==> config.mk <==
export PLATFORM = sky130hd
export DESIGN_NAME = clk_role_sel
export DESIGN_NICKNAME = d
export VERILOG_FILES = /design/src/rtl/crs_pkg.sv /design/src/rtl/crs_clk_mon.sv /design/src/rtl/crs_cfg_shadow.sv /design/src/rtl/crs_role_ctrl.sv /design/src/rtl/clk_role_sel.sv
export SDC_FILE = /design/constraint.sdc
export NUM_CORES = 1
export LEC_CHECK = 0
export ABC_AREA = 1
export BUFFER_PORTS_ARGS = -buffer_cell sky130_fd_sc_hd__buf_2
export CAP_MARGIN = 20
export CORE_ASPECT_RATIO = 0.5
export CORE_MARGIN = 2
export CORE_UTILIZATION = 52
export CTS_CLUSTER_SIZE = 20
export DETAILED_ROUTE_END_ITERATION = 12
export GPL_TIMING_DRIVEN = 0
export PLACE_DENSITY_LB_ADDON = 0.08
export SLEW_MARGIN = 0
export SYNTH_ARGS = -nofsm -noshare
export SYNTH_HDL_FRONTEND = slang
export SYNTH_SLANG_ARGS = --single-unit
==> constraint.sdc <==
create_clock -name clk -period 1.1 [get_ports clk]
set_input_delay 0.22 -clock clk [delete_from_list [all_inputs] [get_ports clk]]
set_output_delay 0.22 -clock clk [all_outputs]
set_load 0.05 [all_outputs]
==> src/rtl/crs_pkg.sv <==
package crs_pkg;
  typedef enum logic [1:0] {
    ROLE_SLAVE   = 2'd0,
    ROLE_PRIMARY = 2'd1,
    ROLE_SECOND  = 2'd2,
    ROLE_PRIM_BP = 2'd3
  } role_e;

  typedef enum logic [2:0] {
    SRC_REF8K  = 3'd0,
    SRC_BPFRM  = 3'd1,
    SRC_PRIML  = 3'd2,
    SRC_BKUPL  = 3'd3,
    SRC_OSC    = 3'd4
  } src_e;

  typedef struct packed {
    role_e role;
    logic  line;
    logic  prim_line;
    logic  fb_en;
    logic  bridge;
  } cfg_t;

  localparam int MON_REF   = 0;
  localparam int MON_BPFRM = 1;
  localparam int MON_LEFT  = 2;
  localparam int MON_RIGHT = 3;
  localparam int N_MON     = 4;
endpackage

==> src/rtl/crs_clk_mon.sv <==
module crs_clk_mon #(
  parameter int LOSS_TICKS  = 4,
  parameter int GOOD_TICKS  = 16,
  parameter int SYNC_STAGES = 2
) (
  input  logic clk,
  input  logic rst_n,
  input  logic tick,
  input  logic clk_in,
  input  logic rearm,
  output logic lost,
  output logic sticky
);
  localparam int MW = $clog2(LOSS_TICKS + 1);
  localparam int GW = $clog2(GOOD_TICKS + 1);

  logic [SYNC_STAGES:0] sh_q;
  logic                 rise, seen_q, seen;
  logic [MW-1:0]        miss_q;
  logic [GW-1:0]        good_q;
  logic                 lost_q, sticky_q;
  logic                 lost_set, lost_clr;

  assign rise     = sh_q[SYNC_STAGES-1] & ~sh_q[SYNC_STAGES];
  assign seen     = seen_q | rise;
  assign lost_set = tick & ~seen & ~lost_q & (miss_q == MW'(LOSS_TICKS - 1));
  assign lost_clr = tick & seen & lost_q & (good_q == GW'(GOOD_TICKS - 1));

  always_ff @(posedge clk) begin
    if (!rst_n) begin
      sh_q     <= '0;
      seen_q   <= 1'b0;
      miss_q   <= '0;
      good_q   <= '0;
      lost_q   <= 1'b0;
      sticky_q <= 1'b0;
    end else begin
      sh_q     <= {sh_q[SYNC_STAGES-1:0], clk_in};
      sticky_q <= (sticky_q & ~rearm) | lost_set;
      if (tick) begin
        seen_q <= 1'b0;
        if (seen) begin
          miss_q <= '0;
          if (lost_clr) begin
            lost_q <= 1'b0;
            good_q <= '0;
          end else if (lost_q) begin
            good_q <= good_q + 1'b1;
          end
        end else begin
          good_q <= '0;
          if (lost_set) begin
            lost_q <= 1'b1;
            miss_q <= '0;
          end else if (!lost_q) begin
            miss_q <= miss_q + 1'b1;
          end
        end
      end else if (rise) begin
        seen_q <= 1'b1;
      end
    end
  end

  assign lost   = lost_q;
  assign sticky = sticky_q;

  // loss is only declared on a frame tick and always marks the sticky flag
  assert_loss_on_tick_R6: assert property (@(posedge clk) disable iff (!rst_n)
    $rose(lost_q) |-> ($past(tick) && sticky_q));

  // recovery is only declared on a frame tick
  assert_recover_on_tick_R7: assert property (@(posedge clk) disable iff (!rst_n)
    $fell(lost_q) |-> $past(tick));
endmodule

==> src/rtl/crs_cfg_shadow.sv <==
module crs_cfg_shadow
  import crs_pkg::*;
(
  input  logic clk,
  input  logic rst_n,
  input  logic tick,
  input  cfg_t cfg_in,
  output cfg_t cfg_act
);
  cfg_t act_q;

  always_ff @(posedge clk) begin
    if (!rst_n) begin
      act_q <= '{role: ROLE_SLAVE, line: 1'b0, prim_line: 1'b0, fb_en: 1'b0, bridge: 1'b0};
    end else if (tick) begin
      act_q <= cfg_in;
    end
  end

  assign cfg_act = act_q;

  // applied configuration moves only at a frame boundary
  assert_cfg_at_frame_R2: assert property (@(posedge clk) disable iff (!rst_n)
    !tick |=> $stable(act_q));
endmodule

==> src/rtl/crs_role_ctrl.sv <==
module crs_role_ctrl
  import crs_pkg::*;
(
  input  logic       clk,
  input  logic       rst_n,
  input  cfg_t       cfg_act,
  input  logic       lost_left,
  input  logic       lost_right,
  input  logic       rearm,
  output logic [1:0] line_oe,
  output src_e       src_sel,
  output logic       fb_flag,
  output logic       cfg_err,
  output logic       bp_master_en,
  output logic       ref_copy_en
);
  logic fell_q, prim_lost, is_slave;

  assign is_slave  = (cfg_act.role == ROLE_SLAVE);
  assign prim_lost = cfg_act.prim_line ? lost_right : lost_left;

  always_ff @(posedge clk) begin
    if (!rst_n) begin
      fell_q <= 1'b0;
    end else if (rearm || !is_slave) begin
      fell_q <= 1'b0;
    end else if (cfg_act.fb_en && prim_lost) begin
      fell_q <= 1'b1;
    end
  end

  always_comb begin
    line_oe = 2'b00;
    cfg_err = 1'b0;
    src_sel = SRC_PRIML;
    unique case (cfg_act.role)
      ROLE_PRIMARY: begin
        line_oe[cfg_act.line] = 1'b1;
        src_sel = SRC_REF8K;
      end
      ROLE_PRIM_BP: begin
        line_oe[cfg_act.line] = 1'b1;
        src_sel = SRC_BPFRM;
      end
      ROLE_SECOND: begin
        src_sel = SRC_OSC;
        if (cfg_act.line == cfg_act.prim_line) cfg_err = 1'b1;
        else line_oe[cfg_act.line] = 1'b1;
      end
      default: begin
        src_sel = fell_q ? SRC_BKUPL : SRC_PRIML;
      end
    endcase
  end

  assign fb_flag      = fell_q;
  assign bp_master_en = (cfg_act.role != ROLE_PRIM_BP);
  assign ref_copy_en  = cfg_act.bridge;

  // fallback is non-revertive while the role stays slave and no re-arm comes
  assert_fallback_holds_R8: assert property (@(posedge clk) disable iff (!rst_n)
    (fell_q && is_slave && !rearm) |=> fell_q);

  // a slave never drives an inter-chassis line
  assert_slave_quiet_R5: assert property (@(posedge clk) disable iff (!rst_n)
    is_slave |-> (line_oe == 2'b00));

  // a line collision leaves both lines undriven
  assert_conflict_off_R4: assert property (@(posedge clk) disable iff (!rst_n)
    cfg_err |-> (line_oe == 2'b00 && cfg_act.role == ROLE_SECOND));
endmodule

==> src/rtl/clk_role_sel.sv <==
module clk_role_sel
  import crs_pkg::*;
#(
  parameter int LOSS_TICKS  = 4,
  parameter int GOOD_TICKS  = 16,
  parameter int SYNC_STAGES = 2
) (
  input  logic       clk,
  input  logic       rst_n,
  input  logic       tick_8k,
  input  logic       ref8k_in,
  input  logic       bpframe_in,
  input  logic       left_in,
  input  logic       right_in,
  input  logic [1:0] cfg_role,
  input  logic       cfg_line,
  input  logic       cfg_prim_line,
  input  logic       cfg_fb_en,
  input  logic       cfg_bridge,
  input  logic       rearm,
  output logic [1:0] line_oe,
  output logic       ref_copy_en,
  output logic       bp_master_en,
  output logic [2:0] src_sel,
  output logic [3:0] loss_now,
  output logic [3:0] loss_sticky,
  output logic       fb_flag,
  output logic       cfg_err
);
  logic [N_MON-1:0] mon_in;
  cfg_t             cfg_req, cfg_act;
  src_e             src_int;

  assign mon_in[MON_REF]   = ref8k_in;
  assign mon_in[MON_BPFRM] = bpframe_in;
  assign mon_in[MON_LEFT]  = left_in;
  assign mon_in[MON_RIGHT] = right_in;

  for (genvar i = 0; i < N_MON; i++) begin : g_mon
    crs_clk_mon #(
      .LOSS_TICKS (LOSS_TICKS),
      .GOOD_TICKS (GOOD_TICKS),
      .SYNC_STAGES(SYNC_STAGES)
    ) u_mon (
      .clk   (clk),
      .rst_n (rst_n),
      .tick  (tick_8k),
      .clk_in(mon_in[i]),
      .rearm (rearm),
      .lost  (loss_now[i]),
      .sticky(loss_sticky[i])
    );
  end

  assign cfg_req = '{role: role_e'(cfg_role), line: cfg_line, prim_line: cfg_prim_line,
                     fb_en: cfg_fb_en, bridge: cfg_bridge};

  crs_cfg_shadow u_cfg (
    .clk    (clk),
    .rst_n  (rst_n),
    .tick   (tick_8k),
    .cfg_in (cfg_req),
    .cfg_act(cfg_act)
  );

  crs_role_ctrl u_ctl (
    .clk         (clk),
    .rst_n       (rst_n),
    .cfg_act     (cfg_act),
    .lost_left   (loss_now[MON_LEFT]),
    .lost_right  (loss_now[MON_RIGHT]),
    .rearm       (rearm),
    .line_oe     (line_oe),
    .src_sel     (src_int),
    .fb_flag     (fb_flag),
    .cfg_err     (cfg_err),
    .bp_master_en(bp_master_en),
    .ref_copy_en (ref_copy_en)
  );

  assign src_sel = src_int;

  // at most one line is ever driven by this board
  assert_single_line_R3: assert property (@(posedge clk) disable iff (!rst_n)
    line_oe != 2'b11);
endmodule

# Word level (Yosys, flattened, before mapping)
# Index checks and enable logic that the tools add are counted.
# op_classes
n_addsub	8
mul	0
div	0
order_cmp	2
eq_ne	25
shift	0
muxes	45
bitwise_logic	54
reduce_logical	24
# ops
operator	n
$mux 5	12
$mux 3	12
$and 1x1->1	32
$add 5x1->5 const B	4
$eq 5x4->1 const B	4
$mux 1	17
$reduce_and 2->1	8
$not 1->1	14
$add 3x1->3 const B	4
$eq 3x2->1 const B	4
$ne 3x2->1 const B	4
$ne 3x3->1 const B	4
$reduce_and 3->1	4
$ne 2x2->1 const B	5
$pmux 3 s3	1
$or 1x1->1	8
$reduce_bool 2->1	4
$reduce_or 2->1	3
$eq 2x2->1 const B	2
$pmux 2 s2	1
$eq 2x1->1 const B	1
$logic_and 1x1->1	2
$logic_not 2->1	1
$lt 1x2->1 const B	1
6 further kinds	6
# word_totals
regBits	63
latch_bits	0
ram_bits	0
rom_bits	0
input_bits	14
out_inout_bits	17
mem_count	0

# Depth between registers and ports, before layout
# depth
word_depth	9
ltp_mapped	8

# Modules after synthesis
# Synthesis repeated with hierarchy kept, for this count alone.
# hier_totals
cells_unflattened	428
hier_area_um2	3078.0
# modules_own_cells
module	n_inst	cells_each	area_per_inst_um2	seq_area_each_um2
crs_clk_mon	4	91	666.9	280.3
crs_cfg_shadow	1	37	256.5	120.1
crs_role_ctrl	1	27	153.9	20.0

# Worst setup path after synthesis
# Ideal clock, no wire load.
# synth_path
kind	register -> output
startpoint	reg u_cfg.act_q (netlist bit u_cfg.cfg_act[5])
endpoint	out src_sel[0]
arrival_ns	1.511
t_required_ns	0.880
setup_slack_ns	-0.631
path_stages_with_launch	4
n_path_buf	0
path_cell_list	dfxtp_1 nor2_1 nand2_1 nand2_1
# synth_via
elab_chain_cells	2
elab_cells_between_ends	4
classes_between	eq/ne: 3; mux: 1
# synth_lines
element	line_no	source
from (decl)	crs_cfg_shadow.sv:10	cfg_t act_q;
from (signal assigned)	crs_cfg_shadow.sv:14	act_q <= '{role: ROLE_SLAVE, line: 1'b0, prim_line: 1'b0, fb_en: 1'b0, bridge: 1'b0};
from (signal assigned)	crs_cfg_shadow.sv:16	act_q <= cfg_in;
$eq 2x2->1 / $eq 2x1->1 (equally long branches)	crs_role_ctrl.sv:36	unique case (cfg_act.role)
$pmux 3 s3 *	crs_role_ctrl.sv:36	
to (decl)	clk_role_sel.sv:24	output logic [2:0] src_sel,
# Mark *: on every way between the ends. The rest lies on a longest branch, timed or not.

# Final worst setup path
# layout_path
startpoint	reg u_cfg.act_q (netlist bit u_cfg.cfg_act[2])
endpoint	out cfg_err
# layout_via
elab_chain_cells	3
# layout_lines
element	line_no	source
$eq 1x1->1	crs_role_ctrl.sv:47	if (cfg_act.line == cfg_act.prim_line) cfg_err = 1'b1;
$mux 1	crs_role_ctrl.sv:47	
$mux 1	crs_role_ctrl.sv:36	
to (decl)	clk_role_sel.sv:28	output logic cfg_err
# Every way passes these cells.

==> results.json <==
{
  "syn_area_um2": 2850,
  "critPathSlowestCell": "dfxtp_2",
  "clk_pin_slew_ns": 0.06,
  "htree_num_levels": 3,
  "antenna_left": 0,
  "drt-met1-wl_um": 3340,
  "multiInputGateArea_um2": 1610,
  "drcViolationCount": 0,
  "ys.flop_type": "dfxtp_1",
  "drt_wl_total_um": 7200,
  "crit_type": "reg -> out",
  "worst_path_most_repeated_cell": "inv_2",
  "hp-start": "left_in",
  "min_to": "g_mon[2].u_mon.sh_q[0]",
  "cts_buffer_depth": 2,
  "clock-root-buffer": "clkbuf_8",
  "ys_types": 24,
  "fin_crit_sh": 1.35,
  "via_per_inst": 5.05,
  "p_per_area_nw_per_um2": 1180,
  "start_util": 0.558,
  "met3_length_um": 340,
  "r2r_cells": 6,
  "core-area_um2": 5110,
  "numPortBuffers": 30,
  "synth.avg_cell_area_um2": 7.02,
  "regToRegSetupSlack_ns": 0,
  "whs_path_depth": 3,
  "critPathArrivalTime_ns": 1.26,
  "cap_violations": 0,
  "cts.sinks": 63,
  "dp_hpwl_um": 4490,
  "failed_checks": "negative setup slack",
  "insertion_delay_ns": 0.34,
  "vias": 2761,
  "setup_ws_ns": -0.380,
  "nets": 498,
  "crit_chain": "inv_2, ha_4, inv_2, nor2_4, buf_8",
  "detailed_place.area_um2": 3170,
  "setup-violations-final": 10,
  "place_congestion": 0.843,
  "grt_pass1_vias": 2443,
  "required_ns": 0.88,
  "cts_hold_buffers": 0,
  "hold_path_class": "in -> reg",
  "critPathBufInv": 3,
  "fp.dieArea_um2": 6130,
  "antenna_found_initial": 0,
  "synthToLayoutAreaGrowth_pct": 41.6,
  "fin_area_um2": 4040,
  "seqCellArea_um2": 1310,
  "first_pass_iters": 4,
  "synth_nets": 430,
  "status": "finished with violations",
  "fmax_mhz": 676,
  "route.met2.wl_um": 3420,
  "total_power_mw": 4.76,
  "async_reset_ff_frac": 0,
  "max_slew_margin": 0.565,
  "finalNonFillerCells": 547,
  "grt_pass1_wl_um": 10800,
  "place_inst": 506,
  "worstMarginPinSlew_ns": 0.652,
  "final_layout_size_suffix_gt1_frac": 0.390,
  "setup_tns_ns": -2.24,
  "fp.dieW_um": 109,
  "numCtsBuffers": 9,
  "r2r-start": "g_mon[2].u_mon.lost",
  "slowest_delay_ns": 0.35,
  "wl_per_cell_um": 13.2,
  "io_pins": 31,
  "highest_layer": "met4",
  "grt_max_degree": 11,
  "crit_path_max_fanout": 3,
  "ir_drop_mv": 0.956,
  "syn_inst": 406,
  "yosys_warnings": 0,
  "cpLargestDelayFamily": "flip-flops",
  "grt_overflow": 0,
  "final_max_slew_viol_count": 0,
  "final_util": 0.790,
  "cts_tree": "built",
  "p_leak_nw": 1.83,
  "yosysSeqAreaShare": 0.442,
  "synth-seq-cells": 63,
  "rsz0062_at_grt": "yes",
  "holdWs_ns": 0.0678,
  "drt_iter0_markers": 134,
  "track_usage": 0.231,
  "start_kind": "register",
  "r2r_end": "g_mon[2].u_mon.miss_q[1]",
  "dp_slack_ns": -0.226,
  "clock-skew-final_ns": 0.00882,
  "die_h_um": 56.4,
  "hold_viol": 0,
  "synth_edf_count": 0,
  "antenna_cells": 0,
  "n_fill_cell": 340,
  "worstSetupEndpointType": "output port",
  "rows": 18,
  "finalCriticalPeriod_ns": 1.48
}
==> cells in the mapped netlist, types with 5 or more instances <==
master / n / area share
ha_1: 10 / 0.044
nand4_1: 5 / 0.011
inv_1: 49 / 0.065
nor2_1: 53 / 0.070
buf_2: 6 / 0.011
dfxtp_1: 63 / 0.44
buf_4: 8 / 0.021
a21oi_1: 26 / 0.046
o21ai_0: 13 / 0.023
nand3_1: 33 / 0.058
nand2_1: 117 / 0.15
==> layer usage <==
layer / track usage / vias to the layer above
met5: 0 / -
met4: 0.0678 / 0
met3: 0.0662 / 12
met2: 0.393 / 56
met1: 0.287 / 1285
li1: - / 1408
==> cell type report <==
type / count / share of cell area
Timing Repair Buffer: 62 / 0.142
Tap cell: 70 / 0.0217
Clock buffer: 13 / 0.0394
Clock inverter: 1 / 0.00124
Buffer: 12 / 0.0205
Inverter: 52 / 0.0508
Multi-Input combinational cell: 274 / 0.399
Sequential cell: 63 / 0.325
==> worst max path at each step <==
stage | slack (ns) | cells past startpoint | end | startpoint
2_1_floorplan | -0.19 | 5 | line_oe[0] | u_cfg.cfg_act[4]
3_3_place_gp | -0.20 | 5 | line_oe[0] | u_cfg.cfg_act[3]
3_5_place_dp | -0.23 | 5 | line_oe[0] | u_cfg.cfg_act[3]
4_1_cts | -0.39 | 5 | cfg_err | u_cfg.cfg_act[2]
5_1_grt | -0.45 | 5 | cfg_err | u_cfg.cfg_act[2]
6_report | -0.38 | 5 | cfg_err | u_cfg.cfg_act[2]
==> tightest hold or removal path, cell delays in order <==
cell and delay, ns:
buf_2 0.07, nand2_1 0.04, inv_1 0.04
==> cell families after synthesis <==
group / count (synthesis) / share of synthesized area
and+or+nand+nor: 219 / 0.323
buffers and inverters: 69 / 0.107
DFF: 63 / 0.442
AOI/OAI and AO/OA: 45 / 0.0838
adders and majority gates: 10 / 0.0439
==> state kept, by name, summed over array words and instances (netlist names) <==
signal and count:
u_cfg.cfg_act 6, g_mon.u_mon.sh_q 12, g_mon.u_mon.good_q 20, g_mon.u_mon.miss_q 12
g_mon.u_mon.lost 4, u_ctl.fb_flag 1, g_mon.u_mon.sticky 4, g_mon.u_mon.seen_q 4
==> layout by cell type, fill, tap and decap left out, drive strengths merged <==
master    Yosys  final
nand3        33     33
o21ai        13     13
clkinvlp      0      1
nand4         5      5
buf          15     72
nor2         56     56
nand3b        1      1
nand2       121    121
dfxtp        63     63
a211oi        3      3
clkinv        1      2
inv          51     50
a21oi        27     27
nor3          3      3
ha           10     10
clkbuf        2     15
a31oi         2      2
==> timing repair <==
item / 4_1_cts / 5_1_grt
endpoints found under the setup margin: 35 / 45
buffers inserted: 18 / 14
pin swaps: 8 / 23
gates resized for setup: 94 / 62
==> where the power goes <==
part | switching, mW | total, mW | internal, mW
clock | 0.818 | 1.73 | 0.914
combinational | 0.382 | 0.637 | 0.255
sequential | 0.0516 | 2.39 | 2.34
total | 1.25 | 4.76 | 3.51
Note: power is estimated with default switching activity, not from simulation.
